$ cat config.mk
export PLATFORM = sky130hd
export DESIGN_NAME = isa_io_window_bridge
export DESIGN_NICKNAME = d
export VERILOG_FILES = /design/src/rtl/iowin_pkg.sv /design/src/rtl/iowin_xlate.sv /design/src/rtl/iowin_swap.sv /design/src/rtl/isa_io_window_bridge.sv
export SDC_FILE = /design/constraint.sdc
export NUM_CORES = 1
export LEC_CHECK = 0
export ABC_CLOCK_PERIOD_IN_PS = 1800
export BUFFER_PORTS_ARGS = -buffer_cell sky130_fd_sc_hd__buf_2
export CAP_MARGIN = 20
export CORE_ASPECT_RATIO = 1.2
export CORE_MARGIN = 4
export CORE_UTILIZATION = 45
export CTS_CLUSTER_DIAMETER = 100
export DETAILED_ROUTE_END_ITERATION = 8
export GPL_ROUTABILITY_DRIVEN = 0
export MAX_ROUTING_LAYER = met4
export PLACE_DENSITY = 0.88
export SYNTH_ARGS = -nofsm -noshare
export SYNTH_HDL_FRONTEND = slang
export SYNTH_SLANG_ARGS = --single-unit
$ cat constraint.sdc
create_clock -name clk -period 1.8 [get_ports clk]
set_input_delay 0.27 -clock clk [delete_from_list [all_inputs] [get_ports clk]]
set_output_delay 0.27 -clock clk [all_outputs]
set_load 0.1 [all_outputs]
$ cat src/rtl/iowin_pkg.sv
package iowin_pkg;
  typedef enum logic [1:0] {
    SZ_BYTE = 2'd0,
    SZ_HALF = 2'd1,
    SZ_WORD = 2'd2,
    SZ_RSVD = 2'd3
  } acc_size_e;

  typedef enum logic [1:0] {
    ST_IDLE = 2'd0,
    ST_BUSY = 2'd1,
    ST_DONE = 2'd2
  } br_state_e;
endpackage

$ cat src/rtl/iowin_xlate.sv
module iowin_xlate #(
  parameter int unsigned      ADDR_W     = 32,
  parameter int unsigned      PORT_W     = 16,
  parameter int unsigned      LOW_BITS   = 5,
  parameter int unsigned      PAGE_SHIFT = 12,
  parameter logic [ADDR_W-1:0] WIN_BASE  = 32'h8000_0000,
  parameter logic [ADDR_W:0]   WIN_BYTES = 33'h0_0080_0000
) (
  input  logic [ADDR_W-1:0] addr,
  input  logic              sparse,
  output logic              hit,
  output logic [PORT_W-1:0] port
);
  localparam logic [ADDR_W:0]   WIN_END   = {1'b0, WIN_BASE} + WIN_BYTES;
  localparam logic [ADDR_W-1:0] OFF_MASK  = ADDR_W'(WIN_BYTES - 1'b1);
  localparam logic [ADDR_W-1:0] LOW_MASK  = (ADDR_W'(1) << LOW_BITS) - ADDR_W'(1);
  localparam logic [ADDR_W-1:0] PAGE_MASK =
    ((ADDR_W'(1) << (PORT_W - LOW_BITS)) - ADDR_W'(1)) << PAGE_SHIFT;
  localparam int unsigned       DROP      = PAGE_SHIFT - LOW_BITS;

  logic [ADDR_W-1:0] off;

  always_comb begin
    hit = ({1'b0, addr} >= {1'b0, WIN_BASE}) && ({1'b0, addr} < WIN_END);
    off = (addr - WIN_BASE) & OFF_MASK;
    if (sparse)
      port = PORT_W'((off & LOW_MASK) | ((off & PAGE_MASK) >> DROP));
    else
      port = PORT_W'(off);
  end
endmodule

$ cat src/rtl/iowin_swap.sv
module iowin_swap
  import iowin_pkg::*;
#(
  parameter int unsigned DATA_W = 32
) (
  input  logic [DATA_W-1:0] din,
  input  logic [1:0]        size,
  input  logic              swap_en,
  output logic [DATA_W-1:0] dout
);
  localparam int unsigned BYTES = DATA_W / 8;

  always_comb begin
    dout = '0;
    case (acc_size_e'(size))
      SZ_BYTE: dout[7:0] = din[7:0];
      SZ_HALF: dout[15:0] = swap_en ? {din[7:0], din[15:8]} : din[15:0];
      default: begin
        for (int i = 0; i < BYTES; i++)
          dout[8*i +: 8] = swap_en ? din[8*(BYTES-1-i) +: 8] : din[8*i +: 8];
      end
    endcase
  end
endmodule

$ cat src/rtl/isa_io_window_bridge.sv
module isa_io_window_bridge
  import iowin_pkg::*;
#(
  parameter int unsigned       ADDR_W     = 32,
  parameter int unsigned       DATA_W     = 32,
  parameter int unsigned       PORT_W     = 16,
  parameter int unsigned       LOW_BITS   = 5,
  parameter int unsigned       PAGE_SHIFT = 12,
  parameter logic [ADDR_W-1:0] WIN_BASE   = 32'h8000_0000,
  parameter logic [ADDR_W:0]   WIN_BYTES  = 33'h0_0080_0000
) (
  input  logic              clk,
  input  logic              rst,
  input  logic              map_sparse,
  input  logic              big_endian,
  input  logic              cpu_req,
  input  logic              cpu_we,
  input  logic [1:0]        cpu_size,
  input  logic [ADDR_W-1:0] cpu_addr,
  input  logic [DATA_W-1:0] cpu_wdata,
  output logic              cpu_ack,
  output logic [DATA_W-1:0] cpu_rdata,
  output logic              io_req,
  output logic              io_we,
  output logic [1:0]        io_size,
  output logic [PORT_W-1:0] io_port,
  output logic [DATA_W-1:0] io_wdata,
  input  logic              io_ack,
  input  logic [DATA_W-1:0] io_rdata
);
  br_state_e         state;
  logic              win_hit;
  logic [PORT_W-1:0] port_nxt;
  logic [DATA_W-1:0] wdata_sw;
  logic [DATA_W-1:0] rdata_sw;
  logic              swap_q;
  logic              accept;

  iowin_xlate #(
    .ADDR_W(ADDR_W), .PORT_W(PORT_W), .LOW_BITS(LOW_BITS),
    .PAGE_SHIFT(PAGE_SHIFT), .WIN_BASE(WIN_BASE), .WIN_BYTES(WIN_BYTES)
  ) u_xlate (
    .addr(cpu_addr), .sparse(map_sparse), .hit(win_hit), .port(port_nxt)
  );

  iowin_swap #(.DATA_W(DATA_W)) u_wswap (
    .din(cpu_wdata), .size(cpu_size), .swap_en(big_endian), .dout(wdata_sw)
  );

  iowin_swap #(.DATA_W(DATA_W)) u_rswap (
    .din(io_rdata), .size(io_size), .swap_en(swap_q), .dout(rdata_sw)
  );

  assign accept = (state == ST_IDLE) && cpu_req && win_hit &&
                  (acc_size_e'(cpu_size) != SZ_RSVD);

  always_ff @(posedge clk) begin
    if (rst) begin
      state     <= ST_IDLE;
      io_req    <= 1'b0;
      io_we     <= 1'b0;
      io_size   <= '0;
      io_port   <= '0;
      io_wdata  <= '0;
      swap_q    <= 1'b0;
      cpu_ack   <= 1'b0;
      cpu_rdata <= '0;
    end else begin
      cpu_ack <= 1'b0;
      case (state)
        ST_IDLE: if (accept) begin
          state    <= ST_BUSY;
          io_req   <= 1'b1;
          io_we    <= cpu_we;
          io_size  <= cpu_size;
          io_port  <= port_nxt;
          io_wdata <= wdata_sw;
          swap_q   <= big_endian;
        end
        ST_BUSY: if (io_ack) begin
          state     <= ST_DONE;
          io_req    <= 1'b0;
          cpu_ack   <= 1'b1;
          cpu_rdata <= rdata_sw;
        end
        default: state <= ST_IDLE;
      endcase
    end
  end

  // an I/O cycle starts only from a claimed request
  assert_start_claimed_R2: assert property (@(posedge clk) disable iff (rst)
    $rose(io_req) |-> $past(cpu_req && win_hit && (cpu_size != 2'd3)));

  // an unclaimed address never starts a cycle
  assert_unclaimed_R3: assert property (@(posedge clk) disable iff (rst)
    (!io_req && !cpu_ack && cpu_req && !win_hit) |=> !io_req);

  // sparse mapping keeps the low offset bits as port bits
  assert_sparse_low_R5: assert property (@(posedge clk) disable iff (rst)
    ($rose(io_req) && $past(map_sparse)) |->
      (io_port[LOW_BITS-1:0] == $past(cpu_addr[LOW_BITS-1:0])));

  // request fields hold until the device acknowledges
  assert_hold_R9: assert property (@(posedge clk) disable iff (rst)
    (io_req && !io_ack) |=> (io_req && $stable(io_port) && $stable(io_wdata)));

  // device acknowledge completes the access next cycle
  assert_complete_R9: assert property (@(posedge clk) disable iff (rst)
    (io_req && io_ack) |=> (cpu_ack && !io_req));

  // processor acknowledge is a single-cycle pulse
  assert_ack_pulse_R9: assert property (@(posedge clk) disable iff (rst)
    cpu_ack |=> !cpu_ack);

  // no new access starts right after an acknowledge
  assert_gap_R11: assert property (@(posedge clk) disable iff (rst)
    cpu_ack |=> !io_req);
endmodule

### Yosys cells after proc, flatten, opt, wreduce, memory -nomap -nowiden

Index checks and enable logic that the tools add are counted.

| storage, ports and cells | value |
|---|---|
| flip-flop bits (word level) | 88 |
| latch bits | 0 |
| memory bits (writable) | 0 |
| memory bits (read-only) | 0 |
| input bits | 105 |
| logic and storage cells | 59 |
| memories | 0 |

| cells by class | value |
|---|---|
| $add $sub $neg | 1 |
| $mul | 0 |
| div/mod/pow operators | 0 |
| order comparisons | 2 |
| equality and inequality tests | 6 |
| shifts and indexed selects | 0 |
| multiplexer cells | 24 |
| bitwise operators | 2 |
| reduce and logical (&&, ||, !) cells | 15 |

Operator list:

| operator | number |
|---|---|
| 16-bit two-way mux | 5 |
| 8-bit two-way mux | 8 |
| 8-bit case mux with 2 select lines | 4 |
| 32-bit greater-or-equal comparator, second input constant | 1 |
| 32-bit < comparator, second input constant | 1 |
| 23-bit by 1-bit subtractor with 23-bit output, second input constant | 1 |
| 5-bit by 16-bit bitwise OR with 16-bit output | 1 |
| 2-bit by 1-bit == test with 1-bit output, second input constant | 3 |
| 2-bit zero test | 3 |
| 2-bit inequality test, second input constant | 3 |
| 2-bit AND reduction | 3 |
| 2-bit OR reduction | 3 |
| 1-bit logical AND | 4 |
| 2-bit two-way mux | 2 |
| 2-bit case mux with 2 select lines | 1 |
| 1-bit two-way mux | 3 |
| 3-bit AND reduction | 1 |
| 1-bit case mux with 2 select lines | 1 |
| 2-bit nonzero test | 1 |
| 1-bit NOT | 1 |

### Longest topological paths before layout

Gate-level depths: netlist of the first run.

| depth | value |
|---|---|
| depth in word-level cells | 6 |
| gate-level depth with buffers | 7 |
| gate-level depth less buffers | 4 |

### Hierarchy

A second synthesis of the first run with hierarchy kept.

| second synthesis, totals | value |
|---|---|
| cells, all modules | 564 |
| area, all modules | 5287.6 um2 |

Modules (own cells, without submodules):

| module | instances | cells an instance | area an instance (um2) | sequential area each (um2) |
|---|---|---|---|---|
| isa_io_window_bridge | 1 | 378 | 3639.7 | 1761.7 |
| iowin_swap | 2 | 83 | 724.4 | 0.0 |
| iowin_xlate | 1 | 20 | 198.9 | 0.0 |

### Least setup slack after synthesis of the first run

Ideal clock, no wire load.

| timing | value |
|---|---|
| path kind | register -> register |
| start point | register io_size[1] |
| end point | register cpu_rdata[1] |
| setup time | 0.070 ns |
| arrival | 1.891 ns |
| data required time | 1.730 ns |
| setup slack | -0.162 ns |
| cell stages (with the launch flop) | 6 |
| path buffers | 1 |
| period minus slack after synthesis | 1.962 ns |
| path through | dfxtp_1 -> nand2b_1 -> buf_2 -> o22ai_1 -> a221o_1 -> a21oi_1 |

| on the way | value |
|---|---|
| longest elaborated chain between the ends | 2 |
| elaborated cells on any way between the ends | 3 |

RTL lines:

| element | RTL line | source |
|---|---|---|
| start, declared | isa_io_window_bridge.sv:25 | `output logic [1:0] io_size,` |
| start signal, assigned | isa_io_window_bridge.sv:75 | `io_size <= cpu_size;` |
| 2-bit by 1-bit == test with 1-bit output or 2-bit zero test (tied branches) | iowin_swap.sv:15 | `case (acc_size_e'(size))` |
| 8-bit case mux with 2 select lines * | iowin_swap.sv:15 |  |
| end signal, assigned | isa_io_window_bridge.sv:84 | `cpu_rdata <= rdata_sw;` |
| end, declared | isa_io_window_bridge.sv:22 | `output logic [DATA_W-1:0] cpu_rdata,` |

Every way passes the cells marked *; elsewhere a longest branch is shown, timed or not.
A chain may end at the register's enable or synchronous reset.

### Worst setup path after layout of the first run

| timing | value |
|---|---|
| start point | register state[1] |
| end point | register io_port[7] |

| on the way | value |
|---|---|
| longest elaborated chain between the ends | 5 |

RTL lines:

| element | RTL line | source |
|---|---|---|
| start, declared | isa_io_window_bridge.sv:31 | `br_state_e state;` |
| start signal, assigned | isa_io_window_bridge.sv:59 | `state <= ST_IDLE;` |
| start signal, assigned | isa_io_window_bridge.sv:72 | `state <= ST_BUSY;` |
| start signal, assigned | isa_io_window_bridge.sv:81 | `state <= ST_DONE;` |
| 2-bit zero test * | isa_io_window_bridge.sv:54, isa_io_window_bridge.sv:70 |  |
| 1-bit logical AND (3 in a row) | isa_io_window_bridge.sv:54 | `assign accept = (state == ST_IDLE) && cpu_req && win_hit &&` |
| 2-bit AND reduction (no source line) * | n/a |  |
| end signal, assigned | isa_io_window_bridge.sv:76 | `io_port <= port_nxt;` |
| end, declared | isa_io_window_bridge.sv:26 | `output logic [PORT_W-1:0] io_port,` |

Marked as above.

==> impl_metrics.py, run 1 <==
metrics = {
    "cells_and_area": {
        "areaGrowthSynthToFinish_pct": 30.62,
        "antenna_cells": 0,
        "fin_util_pct": 60.77,
        "finalNetCount": 756,
        "fillCellCount": 771,
        "drive_above_1_share_pct": 38.72,
    },
    "power_and_ir_drop": {
        "powerDensity_mw_per_mm2": 701.1,
        "irDropWorstVdd_v": 0.0005536,
        "power.leakage_uw": 0.002326,
        "power.total_uw": 3869,
    },
    "hold_path": {
        "hold_path_depth": 3,
        "hp-start": "cpu_addr[0]",
        "min_path_type": "primary input to flop",
        "min_to": "io_port[0]$_SDFFE_PP0P_",
    },
    "routing": {
        "first_pass_iters": 5,
        "vias": 4401,
        "vias_per_cell": 5.671,
        "wl_per_cell_um": 16.91,
        "drc": 0,
        "drt_iter0_markers": 188,
        "drt-total-wl_um": 13120,
        "ant_nets": 0,
    },
    "critical_path": {
        "crit_chain": "nor4b_2, and4_4, buf_12, nor2_1, a211oi_1",
        "critPathRequiredTime_ns": 2.06,
        "cp_data_arrival_time_ns": 1.90,
        "reg2reg_to": "io_port[7]$_SDFFE_PP0P_",
        "r2r_start": "state[1]$_SDFFE_PP0P_",
        "cp_max_fo": 37,
        "critPathMaxStageDelay_ns": 0.39,
        "worstSetupPathType": "flop to flop",
        "critPathCaptureType": "flop",
        "crit_path_top_delay_cell": "nor4b_2",
        "reg2reg_depth": 5,
        "cp-start-kind": "flop",
        "r2r_slack_ns": 0.16,
    },
    "floorplanning": {
        "dieHeight_um": 114.1,
        "start_util_pct": 46.53,
        "row_count": 38,
        "io_pins": 190,
        "core-area_mm2": 0.009081,
        "die_area_mm2": 0.01101,
        "die_x_um": 96.46,
    },
    "yosys": {
        "yosys-top-cells-area": "dfxtp_1 42%, mux2i_1 14%, nand2_1 6.9%",
        "ys_types": 34,
        "syn_avg_cell_area_um2": 8.840,
        "synthesis.area_mm2": 0.004225,
        "synth.top_cells.by_count": "88 x dfxtp_1, 78 x nand2_1, 57 x mux2i_1, 43 x a21oi_1, 25 x o21ai_0",
        "yosysWarnings": 0,
        "ys.flop_type": "dfxtp_1",
        "synth-seq-cells": 88,
        "syn_inst": 478,
        "seq_area_frac_synth_pct": 41.69,
        "synth_top_area_share_pct": 41.69,
        "synth_edf_count": 0,
        "synth_top_area_cell": "dfxtp_1",
        "syn_nets": 583,
        "synthArstFlopShare_pct": 0,
        "synth_most_common_cell": "dfxtp_1",
    },
    "placement": {
        "hpwlAfterDp_um": 9893,
        "dp_slack_ns": 0.03409,
        "port_buffers": 189,
    },
    "timing": {
        "fin_crit_ns": 1.640,
        "setup-violations-final": 0,
        "tns_ns": 0,
        "fmax_ghz": 0.6099,
        "report.final.hold_viol_count": 0,
        "clock_skew_ns": 0.01228,
        "post-route-period-util_pct": 91.09,
        "final-max-slew-violation-count": 0,
        "tightestPinTransition_ns": 0.5994,
        "max-slew-margin-rel_pct": 59.82,
        "setup_slack_ns": 0.1604,
        "rsz0062_at_grt": "false",
    },
    "cts": {
        "numCtsBuffers": 9,
        "cts_root_buffer": "clkbuf_8",
        "clock_latency_ns": 0.36,
        "clock_path_buffers": 2,
        "cts-hold-fix-buffers": 0,
        "cts_tree": "yes",
        "h-tree-depth": 3,
        "post_cts_resized": 0,
        "numClockSinks": 88,
        "clkTransAtPathRegs_ns": 0.09,
        "cts_setup_buffers": 0,
    },
    "global_route": {
        "grt.total_usage_pct": 23.78,
        "grt_overflow": 0,
        "grt_pass1_vias": 4412,
        "grt_pass1_wl_um": 20060,
        "grt_max_degree": 48,
        "antenna_found_initial": 0,
    },
    "outcome": {
        "status": "finished, final reports clean",
    },
    "flow_run": {
        "max_cap_violations": 0,
    },
}
[critical path, delay by kind of cell, from the launching register on]
family | cells | cell delay (ns)
AOI/OAI and AO/OA | 1 | 0.21
buffers and inverters | 1 | 0.20
DFF | 1 | 0.34
and+or+nand+nor | 3 | 0.79
[power breakdown]
part | switching (uW) | internal (uW) | total [uW]
sequential | 0.426 | 1950 | 1950
clock | 706 | 824 | 1530
combinational | 214 | 179 | 393
[cells in the final DEF (no fill, tap or decap), types with 10 or more instances in the layout]
master / n
nor2_1: 21
buf_4: 12
clkbuf_8: 10
o21ai_0: 25
dfxtp_1: 85
buf_2: 189
a21oi_1: 43
mux2i_1: 57
mux2_2: 24
nand2_1: 77
a211oi_1: 18
nand3_1: 16
[stage by stage]
step	cells	hold slack, ns	cell area (um2)
6_report	776	0.1460	5519
5_1_grt	776	0.1260	5519
4_1_cts	776	0.1218	5510
3_5_place_dp	760	0.4416	5283
3_3_place_gp	760	0.4299	5283
2_1_floorplan	478	0.3539	4228
[metal layers]
layer	up-vias	track usage (%)	wire length, um
li1	2077	-	-
met1	2036	25.91	4778
met2	253	40.10	6632
met3	35	5.325	1313
met4	0	12.07	399
met5	-	-	0
[flip-flops by register name (all words and copies together), names as in the netlist]
| register | cells |
|---|---|
| cpu_rdata | 32 |
| io_wdata | 32 |
| io_port | 16 |
| io_size | 2 |
| state | 2 |
| cpu_ack | 1 |
| io_req | 1 |
| io_we | 1 |
| swap_q | 1 |
[kinds of logic after synthesis]
| kind of cell | share of synthesized area (%) |
|---|---|
| compound gates | 19.25 |
| buf+inv | 4.856 |
| flops | 41.69 |
| simple gates | 14.30 |
| mux | 19.90 |
[worst max path at each step]
| stage | from | end | slack, ns |
|---|---|---|---|
| 2_1_floorplan | io_size[1]$_SDFFE_PP0P_ | cpu_rdata[1]$_SDFFE_PP0P_ | 0.20 |
| 3_3_place_gp | cpu_addr[26] | io_wdata[15]$_SDFFE_PP0P_ | 0.13 |
| 3_5_place_dp | io_ack | cpu_rdata[8]$_SDFFE_PP0P_ | 0.03 |
| 4_1_cts | state[1]$_SDFFE_PP0P_ | cpu_rdata[9]$_SDFFE_PP0P_ | 0.03 |
| 5_1_grt | state[0]$_SDFFE_PP0P_ | io_port[7]$_SDFFE_PP0P_ | 0.03 |
| 6_report | state[1]$_SDFFE_PP0P_ | io_port[7]$_SDFFE_PP0P_ | 0.16 |
[final cells by class]
class | count | area, um2 | share of cell area, %
clock buffers | 10 | 137.6 | 2.494
clock inverters | 6 | 90.09 | 1.632
inverters | 3 | 11.26 | 0.2040
multi-input cells | 345 | 2268 | 41.10
flip-flops and latches | 88 | 1765 | 31.99
well taps | 120 | 150.1 | 2.720
repair buffers | 204 | 1096 | 19.86
Note: power is estimated with default switching activity, not from simulation.
==> inputs of run 2 (changes only) <==
- PLACE_DENSITY: 0.88 -> 0.84
- SYNTH_HIERARCHICAL: not set -> 1
==> impl_metrics.py, run 2 <==
metrics = {
    "outcome": {
        "status": "finished with violations",
        "violations": "negative setup slack",
    },
    "yosys": {
        "ys.flop_type": "dfxtp_1",
        "syn_avg_cell_area_um2": 9.375,
        "synthArstFlopShare_pct": 0,
        "synth.top_cells.by_count": "104 x nand2b_1, 100 x mux2i_1, 88 x dfxtp_1, 65 x nand2_1, 48 x a21oi_1",
        "synth-seq-cells": 88,
        "synth_most_common_cell": "nand2b_1",
        "syn_nets": 669,
        "synth_top_area_cell": "dfxtp_1",
        "syn_inst": 564,
        "yosysWarnings": 6,
        "synthesis.area_mm2": 0.005288,
        "synth_top_area_share_pct": 33.32,
        "seq_area_frac_synth_pct": 33.32,
        "ys_types": 29,
        "synth_edf_count": 0,
        "yosys-top-cells-area": "dfxtp_1 33%, mux2i_1 19%, nand2b_1 12%",
    },
    "cells_and_area": {
        "antenna_cells": 0,
        "fin_cells": 899,
        "areaGrowthSynthToFinish_pct": 26.62,
        "top_regs": "cpu_rdata (32), io_wdata (32), io_port (16)",
        "final_area_mm2": 0.006695,
        "layout_common_cells": "185 x buf_2, 104 x nand2b_1, 100 x mux2i_1",
        "final_common_cell": "buf_2",
        "drive_above_1_share_pct": 34.23,
        "finalNetCount": 843,
    },
    "placement": {
        "dp_slack_ns": -0.4305,
        "hpwlAfterDp_um": 10060,
        "port_buffers": 189,
        "dp_cells": 878,
        "post_dp_cell_area_mm2": 0.006231,
    },
    "cts": {
        "cts_tree": "yes",
        "numCtsBuffers": 9,
        "clkTransAtPathRegs_ns": 0.06,
        "clock_latency_ns": 0.34,
        "cts_root_buffer": "clkbuf_16",
        "numClockSinks": 88,
        "h-tree-depth": 3,
        "clock_path_buffers": 2,
    },
    "hold_path": {
        "min_path_type": "primary input to flop",
        "hp-start": "cpu_addr[0]",
    },
    "critical_path": {
        "worstSetupPathType": "primary input to flop",
        "critPathRequiredTime_ns": 2.07,
        "crit_start": "cpu_addr[25]",
        "cp_data_arrival_time_ns": 2.16,
        "r2r_start": "io_size[1]$_SDFFE_PP0P_",
        "critPathCaptureType": "flop",
        "cp-start-kind": "primary input",
        "cp_max_fo": 9,
    },
    "routing": {
        "ant_nets": 0,
        "vias_per_cell": 5.228,
        "first_pass_iters": 4,
        "drt-total-wl_um": 14290,
        "wl_per_cell_um": 15.89,
        "vias": 4700,
        "drc": 0,
        "drt_iter0_markers": 182,
    },
    "power_and_ir_drop": {
        "powerDensity_mw_per_mm2": 685.7,
        "power.leakage_uw": 0.002751,
        "irDropWorstVdd_v": 0.0005634,
    },
    "timing": {
        "fin_crit_ns": 1.888,
        "final-max-slew-violation-count": 0,
        "tns_ns": -0.9766,
        "tightestPinTransition_ns": 0.5342,
        "whs_ns": 0.1926,
        "fmax_ghz": 0.5296,
        "clock_skew_ns": 0.004080,
        "setup-violations-final": 24,
        "report.final.hold_viol_count": 0,
        "post-route-period-util_pct": 104.9,
        "rsz0062_at_grt": "true",
        "setup_slack_ns": -0.08813,
        "max-slew-margin-rel_pct": 64.34,
    },
    "floorplanning": {
        "dieHeight_um": 126.7,
        "core-area_mm2": 0.01151,
        "die_area_mm2": 0.01356,
        "row_count": 43,
        "io_pins": 190,
        "die_x_um": 107.0,
        "start_util_pct": 45.92,
    },
    "global_route": {
        "grt_pass1_wl_um": 21250,
        "grt_max_degree": 57,
        "antenna_found_initial": 0,
        "grt_overflow": 0,
        "grt.total_usage_pct": 19.98,
        "grt_pass1_vias": 4309,
    },
    "flow_run": {
        "max_cap_violations": 0,
    },
}
==> run 2: area by class of cell <==
class / count / area, um2
timing repair buffer: 215 / 1310
clock buffer: 12 / 246.5
clock inverter: 3 / 90.09
sequential: 88 / 1763
tap: 157 / 196.4
multi-input combinational: 424 / 3089
fill: 1073 / 4818
==> run 2: logic make-up after synthesis <==
family / Yosys count / synth area share [%]
compound gates: 85 / 11.31
mux: 111 / 21.27
flops: 88 / 33.32
buf+inv: 52 / 8.424
simple gates: 228 / 25.67
==> run 2: worst paths after layout <==
path	endpoint	slack, ns	cells after the start
worst min register to register	cpu_rdata[29]$_SDFFE_PP0P_	0.45	2
worst max register to register	cpu_rdata[5]$_SDFFE_PP0P_	0.31	4
worst max-delay path	io_wdata[14]$_SDFFE_PP0P_	-0.09	8
worst min-delay path	io_port[0]$_SDFFE_PP0P_	0.19	3
==> run 2: layer usage <==
layer	share of wire [%]	vias up	track usage [%]
met5	0	-	-
met1	41	2194	24.34
met3	6.0	24	3.613
li1	-	2303	-
met2	50	179	32.17
met4	3.0	0	9.029
==> run 2: through the flow <==
step	total power [uW]	utilization [%]
floorplan	2300	-
global placement	2483	54.12
detailed placement	2488	54.12
CTS	4637	57.17
global route	4739	58.15
finish	4591	58.15
==> run 2: critical path, stage by stage <==
cell and delay, ns:
buf_6 0.09, or4_4 0.53, nor4_4 0.22, nand2_1 0.12, a2111oi_4 0.30, buf_4 0.24
clkbuf_16 0.19, mux2i_1 0.18
==> run 2: timing repair <==
item | 4_1_cts | 5_1_grt
gates cloned | 0 | 4
buffers inserted | 0 | 2
hold buffers | 0 | 0
pin swaps | 1 | 0
setup endpoints to repair | 52 | 54
resized for setup | 2 | 9
==> run 2: power by group <==
| part | leakage [uW] | internal (uW) | switching, uW | total, uW |
|---|---|---|---|---|
| logic | 0.00188 | 264 | 243 | 507 |
| clock network | 0.000163 | 1390 | 748 | 2140 |
| registers | 0.000709 | 1950 | 0.416 | 1950 |
| total | 0.00275 | 3600 | 992 | 4590 |
==> inputs of run 3 (changes only) <==
- CELL_PAD_IN_SITES_DETAIL_PLACEMENT: not set -> 0
- CELL_PAD_IN_SITES_GLOBAL_PLACEMENT: not set -> 1
- CORE_UTILIZATION: 45 -> 37
- PLACE_DENSITY: 0.84 -> 0.92
- SKIP_CTS_REPAIR_TIMING: not set -> 1
==> impl_metrics.py, run 3 (synthesized netlist as in run 2, its figures left out) <==
metrics = {
    "timing": {
        "tns_ns": 0,
        "rsz0062_at_grt": "true",
        "clock_skew_ns": 0.01270,
        "final-max-slew-violation-count": 0,
        "report.final.hold_viol_count": 0,
        "setup-violations-final": 0,
        "max-slew-margin-rel_pct": 66.27,
        "fmax_ghz": 0.5576,
        "fin_crit_ns": 1.794,
        "post-route-period-util_pct": 99.64,
        "tightestPinTransition_ns": 0.5095,
    },
    "routing": {
        "wl_met3_um": 991,
        "drt-total-wl_um": 14580,
        "drt_iter0_markers": 379,
        "vias_per_cell": 5.086,
        "vias": 4659,
        "dr_wl_met2_um": 6869,
        "wl_per_cell_um": 15.91,
        "first_pass_iters": 5,
        "topRoutingLayerUsed": "met4",
        "ant_nets": 0,
        "drc": 0,
        "wl_met1_um": 6474,
    },
    "global_route": {
        "grt_max_degree": 65,
        "grt_pass1_vias": 4635,
        "grt_overflow": 0,
        "grt.total_usage_pct": 18.01,
        "grt_pass1_wl_um": 22920,
        "antenna_found_initial": 0,
    },
    "hold_path": {
        "hold_path_depth": 3,
        "min_to": "io_port[4]$_SDFFE_PP0P_",
        "min_path_type": "primary input to flop",
        "hp-start": "cpu_addr[4]",
    },
    "cells_and_area": {
        "final_common_cell": "buf_2",
        "top_regs": "cpu_rdata (32), io_wdata (32), io_port (16)",
        "antenna_cells": 0,
        "drive_above_1_share_pct": 34.77,
        "layout_common_cells": "185 x buf_2, 104 x nand2b_1, 99 x mux2i_1",
        "finalNetCount": 845,
        "areaGrowthSynthToFinish_pct": 26.03,
        "fin_cells": 916,
    },
    "cts": {
        "numCtsBuffers": 9,
        "clock_path_buffers": 2,
        "h-tree-depth": 3,
        "numClockSinks": 88,
        "clkTransAtPathRegs_ns": 0.06,
        "cts_root_buffer": "clkbuf_16",
        "clock_latency_ns": 0.34,
        "cts_tree": "yes",
    },
    "critical_path": {
        "cp_max_fo": 8,
        "cp-start-kind": "primary input",
        "r2r_slack_ns": 0.37,
        "critPathCaptureType": "flop",
        "cp_common_cell": "buf_12",
        "reg2reg_depth": 4,
        "critPathRequiredTime_ns": 2.06,
        "reg2reg_to": "io_port[6]$_SDFFE_PP0P_",
        "critPathMaxStageDelay_ns": 0.52,
        "crit_chain": "buf_6, or4_4, nor4_2, nand2_1, a2111oi_4, buf_12, buf_12, mux2i_2",
        "cp_data_arrival_time_ns": 2.05,
        "worstSetupPathType": "primary input to flop",
        "crit_path_top_delay_cell": "or4_4",
        "r2r_start": "state[1]$_SDFFE_PP0P_",
    },
    "placement": {
        "port_buffers": 189,
        "dp_cells": 900,
        "hpwlAfterDp_um": 11000,
    },
    "floorplanning": {
        "io_pins": 190,
        "die_area_mm2": 0.01628,
        "die_x_um": 117.1,
        "core-area_mm2": 0.01388,
        "row_count": 47,
        "dieHeight_um": 139.0,
        "start_util_pct": 38.10,
    },
    "power_and_ir_drop": {
        "powerDensity_mw_per_mm2": 680.5,
        "power.leakage_uw": 0.002737,
        "irDropWorstVdd_v": 0.0005110,
    },
    "outcome": {
        "status": "finished, final reports clean",
    },
    "flow_run": {
        "max_cap_violations": 0,
    },
}
[run 3: worst max path at each step]
stage / from / endpoint / slack, ns / depth (start not counted)
2_1_floorplan: cpu_addr[28] / io_size[0]$_SDFFE_PP0P_ / -0.09 / 7
3_3_place_gp: cpu_addr[28] / io_wdata[20]$_SDFFE_PP0P_ / -0.31 / 8
3_5_place_dp: cpu_addr[28] / io_wdata[3]$_SDFFE_PP0P_ / -0.37 / 8
4_1_cts: cpu_addr[28] / io_wdata[7]$_SDFFE_PP0P_ / 0.005 / 8
5_1_grt: cpu_addr[25] / io_port[6]$_SDFFE_PP0P_ / -0.05 / 8
6_report: cpu_addr[25] / io_port[6]$_SDFFE_PP0P_ / 0.006 / 8
[run 3: metal layers]
layer,track usage [%],vias up
li1,-,2305
met4,6.159,0
met2,27.96,199
met1,23.44,2137
met5,-,-
met3,3.230,18
[run 3: through the flow]
stage / area [um2] / setup WS, ns / power [uW] / hold slack [ns] / utilization, %
finish: 6664 / 0.006481 / 4535 / 0.1961 / 48.02
global route: 6664 / -0.05325 / 4713 / 0.1986 / 48.02
CTS: 6654 / 0.004742 / 4581 / 0.1756 / 47.94
detailed placement: 6321 / -0.3666 / 2495 / 0.4440 / 45.55
global placement: 6321 / -0.3122 / 2493 / 0.4396 / 45.55
floorplan: 5288 / -0.08508 / 2300 / 0.4248 / -
[run 3: critical path, delay by kind of cell]
family	cells	cell delay [ns]
buf+inv	3	0.42
mux	1	0.20
compound gates	1	0.37
simple gates	3	0.79
[run 3: layout make-up]
type / instances / area [um2]
clock buffers: 12 / 256.5
clock inverters: 4 / 76.32
fillers: 1384 / 7214
multi-input cells: 424 / 3084
flip-flops and latches: 88 / 1763
well taps: 171 / 214.0
repair buffers: 217 / 1270
[run 3: report_power, final]
group | switching, uW | leakage (uW) | total, uW | internal [uW]
Combinational | 245 | 0.00187 | 509 | 263
Clock | 783 | 0.000159 | 2080 | 1300
Sequential | 0.407 | 0.000709 | 1950 | 1950
Total | 1030 | 0.00274 | 4530 | 3510
